<file path="config.mk">
export PLATFORM = sky130hd
export DESIGN_NAME = spt_timer
export DESIGN_NICKNAME = d
export VERILOG_FILES = /design/src/rtl/spt_pkg.sv /design/src/rtl/spt_edge_sync.sv /design/src/rtl/spt_prescaler.sv /design/src/rtl/spt_count_core.sv /design/src/rtl/spt_timer.sv
export SDC_FILE = /design/constraint.sdc
export NUM_CORES = 1
export LEC_CHECK = 0
export BUFFER_PORTS_ARGS = -buffer_cell sky130_fd_sc_hd__buf_2
export CAP_MARGIN = 20
export CORE_AREA = 5 5 64 66
export CTS_BUF_LIST = sky130_fd_sc_hd__clkbuf_4
export DETAILED_ROUTE_END_ITERATION = 8
export DIE_AREA = 0 0 69 71
export GPL_ROUTABILITY_DRIVEN = 0
export PLACE_DENSITY = 0.71
export SYNTH_ARGS = -nofsm -noshare
export SYNTH_HDL_FRONTEND = slang
export SYNTH_SLANG_ARGS = --single-unit
</file>
<file path="constraint.sdc">
create_clock -name clk -period 2.25 [get_ports clk]
set_input_delay 0.1125 -clock clk [delete_from_list [all_inputs] [get_ports clk]]
set_output_delay 0.1125 -clock clk [all_outputs]
set_load 0.1 [all_outputs]
</file>
<file path="src/rtl/spt_pkg.sv">
package spt_pkg;
  localparam int RATIO_W = 3;
  localparam int PRE_W   = 1 << RATIO_W;
  localparam int CTL_W   = RATIO_W + 3;

  typedef struct packed {
    logic               ext_src;   // 1: pin edges, 0: every clock
    logic               fall_edge; // 1: falling, 0: rising
    logic               to_wdt;    // 1: prescaler serves watchdog
    logic [RATIO_W-1:0] ratio;
  } ctl_t;
endpackage

</file>
<file path="src/rtl/spt_edge_sync.sv">
module spt_edge_sync #(
  parameter int STAGES = 2
) (
  input  logic clk,
  input  logic rst,
  input  logic pin,
  input  logic fall_sel,
  output logic edge_hit
);
  // sh[STAGES-1] is the synchronized level, sh[STAGES] its previous value
  logic [STAGES:0] sh;

  always_ff @(posedge clk) begin
    if (rst) sh <= '0;
    else     sh <= {sh[STAGES-1:0], pin};
  end

  logic lvl, lvl_d;
  assign lvl   = sh[STAGES-1];
  assign lvl_d = sh[STAGES];

  always_comb begin
    if (fall_sel) edge_hit = lvl_d & ~lvl;
    else          edge_hit = lvl & ~lvl_d;
  end
endmodule

</file>
<file path="src/rtl/spt_prescaler.sv">
module spt_prescaler #(
  parameter int RW = 3
) (
  input  logic          clk,
  input  logic          rst,
  input  logic          src_tick,
  input  logic          osc_tick,
  input  logic          to_wdt,
  input  logic [RW-1:0] ratio,
  input  logic          clear,
  output logic          cnt_tick,
  output logic          wdt_pulse
);
  localparam int PW = 1 << RW;

  logic [PW-1:0] pre;
  logic [PW:0]   carry;   // carry[i]: low i bits of pre all ones
  logic [RW:0]   lo_sel, hi_sel;
  logic          step;

  assign carry[0] = 1'b1;
  for (genvar i = 0; i < PW; i++) begin : g_carry
    assign carry[i+1] = carry[i] & pre[i];
  end

  assign lo_sel = {1'b0, ratio};
  assign hi_sel = lo_sel + (RW+1)'(1);
  assign step   = to_wdt ? osc_tick : src_tick;

  always_ff @(posedge clk) begin
    if (rst || clear) pre <= '0;
    else if (step)    pre <= pre + PW'(1);
  end

  always_comb begin
    if (to_wdt) begin
      cnt_tick  = src_tick;
      wdt_pulse = osc_tick & carry[lo_sel];
    end else begin
      cnt_tick  = src_tick & carry[hi_sel];
      wdt_pulse = osc_tick;
    end
  end
endmodule

</file>
<file path="src/rtl/spt_count_core.sv">
module spt_count_core #(
  parameter int W    = 8,
  parameter int HOLD = 2
) (
  input  logic         clk,
  input  logic         rst,
  input  logic         inc,
  input  logic         we,
  input  logic [W-1:0] wdata,
  input  logic         flag_clr,
  input  logic         irq_en,
  output logic [W-1:0] cnt_q,
  output logic         flag_q,
  output logic         irq_q
);
  localparam int HW = $clog2(HOLD + 1);

  logic [HW-1:0] hold;
  logic          allow, wrap, flag_nx;

  assign allow   = inc && (hold == '0) && !we;
  assign wrap    = allow && (&cnt_q);
  assign flag_nx = wrap | (flag_q & ~flag_clr);

  always_ff @(posedge clk) begin
    if (rst) begin
      cnt_q  <= '0;
      hold   <= '0;
      flag_q <= 1'b0;
      irq_q  <= 1'b0;
    end else begin
      if (we) begin
        cnt_q <= wdata;
        hold  <= HW'(HOLD);
      end else begin
        if (hold != '0) hold  <= hold - HW'(1);
        if (allow)      cnt_q <= cnt_q + W'(1);
      end
      flag_q <= flag_nx;
      irq_q  <= flag_nx & irq_en;
    end
  end
endmodule

</file>
<file path="src/rtl/spt_timer.sv">
module spt_timer
  import spt_pkg::*;
#(
  parameter int CNT_W       = 8,
  parameter int SYNC_STAGES = 2,
  parameter int WR_HOLD     = 2
) (
  input  logic             clk,
  input  logic             rst,
  input  logic             ext_pin,
  input  logic             sleep,
  input  logic             osc_tick,
  input  logic             cnt_we,
  input  logic [CNT_W-1:0] cnt_wdata,
  output logic [CNT_W-1:0] cnt_rdata,
  input  logic             ctl_we,
  input  logic [CTL_W-1:0] ctl_wdata,
  output logic [CTL_W-1:0] ctl_rdata,
  input  logic             irq_en,
  input  logic             flag_clr,
  output logic             irq_flag,
  output logic             irq,
  output logic             wdt_tick
);
  ctl_t ctl;
  logic pin_edge, src_tick, cnt_tick, wdt_pulse, pre_clr;

  always_ff @(posedge clk) begin
    if (rst)         ctl <= '1;
    else if (ctl_we) ctl <= ctl_t'(ctl_wdata);
  end
  assign ctl_rdata = ctl;

  spt_edge_sync #(.STAGES(SYNC_STAGES)) u_sync (
    .clk(clk), .rst(rst), .pin(ext_pin),
    .fall_sel(ctl.fall_edge), .edge_hit(pin_edge)
  );

  assign src_tick = ~sleep & (ctl.ext_src ? pin_edge : 1'b1);
  assign pre_clr  = cnt_we & ~ctl.to_wdt;

  spt_prescaler #(.RW(RATIO_W)) u_pre (
    .clk(clk), .rst(rst), .src_tick(src_tick), .osc_tick(osc_tick),
    .to_wdt(ctl.to_wdt), .ratio(ctl.ratio), .clear(pre_clr),
    .cnt_tick(cnt_tick), .wdt_pulse(wdt_pulse)
  );

  spt_count_core #(.W(CNT_W), .HOLD(WR_HOLD)) u_core (
    .clk(clk), .rst(rst), .inc(cnt_tick), .we(cnt_we), .wdata(cnt_wdata),
    .flag_clr(flag_clr), .irq_en(irq_en),
    .cnt_q(cnt_rdata), .flag_q(irq_flag), .irq_q(irq)
  );

  always_ff @(posedge clk) begin
    if (rst) wdt_tick <= 1'b0;
    else     wdt_tick <= wdt_pulse;
  end
endmodule

</file>
==> flow_metrics.tcl <==
set metrics [dict create \
    ctsRootBufferMaster "sky130_fd_sc_hd__clkbuf_4" \
    power_w 0.00121 \
    final_nets 247 \
    relative_max_transition_margin_pct 44.9 \
    critical_path_capture_point_type "flip-flop" \
    type_of_origin_of_the_critical_path "flip-flop" \
    timing.final.crit_share_pct 94.2 \
    max_slew.worst_pin.slew_ns 0.827 \
    required_time_worst_endpoint_ns 2.50 \
    final.hold.worst_slack_ns 0.00684 \
    grt_remaining_overflow 0 \
    slowest_stage "sky130_fd_sc_hd__dfxtp_4" \
    timing.final.max_slew_violations 0 \
    fin_skew_ns 0.0108 \
    number_of_synthesized_flops_with_an_enable_pin 0 \
    outcome "completed" \
    number_of_cts_inserted_buffers 5 \
    critPathMaxStageDelay_ns 0.38 \
    cts_max_level 2 \
    area_delta_synth_final_pct 28.3 \
    number_of_inserted_diodes 0 \
    post-route-util_pct 55.0 \
    leakagePower_nw 0.820 \
    avgSynthCellArea_um2 8.99 \
    fp.dieW_um 69 \
    drt-pass1-iter-count 4 \
    tritoncts_num_sinks 30 \
    ctsLongestPathBuffers 2 \
    peakVddDrop_mv 0.368 \
    worst_hold_path_type "in -> reg" \
    cts_tree "yes" \
    finalWorstPathRequiredPeriod_ns 2.12 \
    route.detailed.drc 0 \
    wire_length_of_the_first_global_routing_pass_um 5760 \
    grt_max_degree 18 \
    floorplan.initialDensity_pct 42.9 \
    die_area_mm2 0.00490 \
    finalHoldViolations 0 \
    vias_per_cell 5.13 \
    mappedNetlistArea_mm2 0.00151 \
    postSynthCellCount 168 \
    yosys_register_bits 30 \
    post_detail_place_hpwl_um 2390 \
    num_io_pins 40 \
    design.core.area_mm2 0.00352 \
    antenna_violations_before_repair 0 \
    final_antenna_net_count 0 \
    timing.setup.critical_path_class "reg -> reg" \
    detailed_route_wl_um 3330 \
    final-setup-viol-count 0 \
    postSynth.topFlopCell "sky130_fd_sc_hd__dfxtp_1" \
    grt_setup_unrepaired "no" \
    p_per_area_mw_per_mm2 625 \
    timing.max_cap.violations 0 \
    port_buffers 39 \
    clkTransAtPathRegs_ns 0.10 \
    num_vias 1380 \
    crit_path_cells "ha_4 -> ha_2 -> nand2_1 -> a21o_1 -> o31a_2 -> o21a_4 -> or3_1 -> a311oi_2" \
    clk-insertion-delay-late_ns 0.33 \
    setup-tns-final_ns 0 \
    die_h_um 71 \
    avgRoutedWirePerCell_um 12.4 \
    cp_max_fo 10 \
    synth_warnings 0 \
    yosysUniqueCellTypes 47 \
    async_flop_share_pct 0 \
    synth.net_count 195 \
    drive_gt1_share_pct 31.7 \
    fmax_mhz 472 \
    number_of_global_route_vias_before_repair 1298 \
    synth-seq-area-share_pct 39.8 \
    drt_first_iter_violations 63 \
    worst_ep_arrival_time_ns 2.37 \
    grtUsageTotal_pct 14.1 \
    row_count 22 \
]
==> sequential cells by signal (all words and copies together) (netlist names) <==
name	count
u_pre.pre	8
wdt_tick	1
u_core.flag_q	1
u_core.hold	2
u_core.cnt_q	8
u_sync.sh	3
ctl_rdata	6
u_core.irq_q	1
==> path summary, 6_finish.rpt <==
kind                                from                           end  slack [ns]  depth (start not counted)
max            u_pre.pre[1]$_SDFFE_PP0P_  u_core.cnt_q[2]$_SDFFE_PP0P_        0.13                          8
min                         ctl_wdata[4]     ctl_rdata[4]$_SDFFE_PP1P_       0.007                          3
max reg2reg    u_pre.pre[1]$_SDFFE_PP0P_  u_core.cnt_q[2]$_SDFFE_PP0P_        0.13                          8
min reg2reg  u_core.hold[0]$_SDFFE_PP0P_   u_core.hold[0]$_SDFFE_PP0P_        0.44                          1
==> Yosys cell counts (2+ instances only) <==
cell type	number	share of area, %
sky130_fd_sc_hd__nor2b_1	3	1.2
sky130_fd_sc_hd__nor3b_1	3	1.5
sky130_fd_sc_hd__a21oi_1	4	1.3
sky130_fd_sc_hd__dfxtp_1	30	40
sky130_fd_sc_hd__a311oi_1	4	2.3
sky130_fd_sc_hd__nand2_1	14	3.5
sky130_fd_sc_hd__nor2_1	17	4.2
sky130_fd_sc_hd__or3_1	7	2.9
sky130_fd_sc_hd__buf_4	2	0.99
sky130_fd_sc_hd__ha_1	4	3.3
sky130_fd_sc_hd__nand3_1	10	3.3
sky130_fd_sc_hd__xnor2_1	6	3.5
sky130_fd_sc_hd__a211oi_1	3	1.5
sky130_fd_sc_hd__inv_1	6	1.5
sky130_fd_sc_hd__nor4b_1	2	1.2
sky130_fd_sc_hd__and4b_1	2	1.3
sky130_fd_sc_hd__mux2i_1	7	4.6
sky130_fd_sc_hd__and3_1	3	1.2
sky130_fd_sc_hd__o211ai_1	3	1.5
sky130_fd_sc_hd__o21ai_0	11	3.6
==> critical path, delay by kind of cell (launching register included) <==
family	cells	cell delay [ns]
simple gates	2	0.38
compound gates	4	0.93
fa+ha+maj	2	0.34
flops	1	0.38
==> placed cells by master (no fill, tap or decap), types with 3 or more instances in the layout <==
cell                            netlist  final
sky130_fd_sc_hd__buf_4                2      3
sky130_fd_sc_hd__nor2_1              17     17
sky130_fd_sc_hd__and3_1               3      3
sky130_fd_sc_hd__nand3_1             10     10
sky130_fd_sc_hd__dfxtp_2              0      4
sky130_fd_sc_hd__a211oi_1             3      3
sky130_fd_sc_hd__xnor2_1              6      6
sky130_fd_sc_hd__inv_1                6      6
sky130_fd_sc_hd__buf_2                0     39
sky130_fd_sc_hd__o211ai_1             3      3
sky130_fd_sc_hd__dfxtp_1             30     23
sky130_fd_sc_hd__a21oi_1              4      4
sky130_fd_sc_hd__nor3b_1              3      3
sky130_fd_sc_hd__dlygate4sd3_1        0      8
sky130_fd_sc_hd__clkbuf_4             0      6
sky130_fd_sc_hd__mux2i_1              7      7
sky130_fd_sc_hd__nand2_1             14     14
sky130_fd_sc_hd__nor2b_1              3      3
sky130_fd_sc_hd__or3_1                7      7
sky130_fd_sc_hd__dfxtp_4              0      3
sky130_fd_sc_hd__o21ai_0             11     11
==> layer usage <==
| layer | GRT usage [%] | vias up | routed length, um |
|---|---|---|---|
| li1 | - | 718 | - |
| met1 | 18.5 | 620 | 1600 |
| met2 | 21.8 | 36 | 1490 |
| met3 | 4.40 | 6 | 205 |
| met4 | 5.21 | 0 | 40 |
| met5 | 0 | - | 0 |
==> where the power goes <==
group | total, W | switching, W | internal, W
sequential | 0.000586 | 0.0000295 | 0.000557
combinational | 0.000314 | 0.000216 | 0.0000974
clock | 0.000311 | 0.000182 | 0.000129
total | 0.00121 | 0.000428 | 0.000783
==> metrics by stage <==
step           instances  instance area [um2]  setup WS (ns)
2_1_floorplan        168                 1530         0.0504
3_3_place_gp         253                 1770         0.0784
3_5_place_dp         253                 1770        0.00194
4_1_cts              269                 1910         0.0156
5_1_grt              269                 1940         0.0123
6_report             269                 1940          0.130
==> layout make-up <==
cell class / count / area (um2)
fillers: 370 / 1590
multi-input cells: 126 / 882
flip-flops and latches: 30 / 617
repair buffers: 50 / 298
well taps: 48 / 60.1
clock buffers: 6 / 45.0
inverters: 7 / 26.3
clock inverters: 2 / 8.76
==> timing repair <==
action | CTS | global route
pin swaps | 0 | 1
setup buffers | 0 | 0
resized for setup | 1 | 7
endpoints found under the hold margin | 8 | 0
hold buffers | 8 | 0
setup endpoints to repair | 5 | 9
==> kinds of logic (layout without fill, tap and decap cells) <==
group	Yosys count	after routing	synth area share, %
AOI/OAI and AO/OA	37	37	18.4
xor gates and xnor gates	7	7	4.06
adders and majority gates	4	4	3.31
buffers and inverters	12	65	4.47
DFF	30	30	39.8
muxes	8	8	5.39
and+or+nand+nor	70	70	24.6
Note: power is estimated with default switching activity, not from simulation.
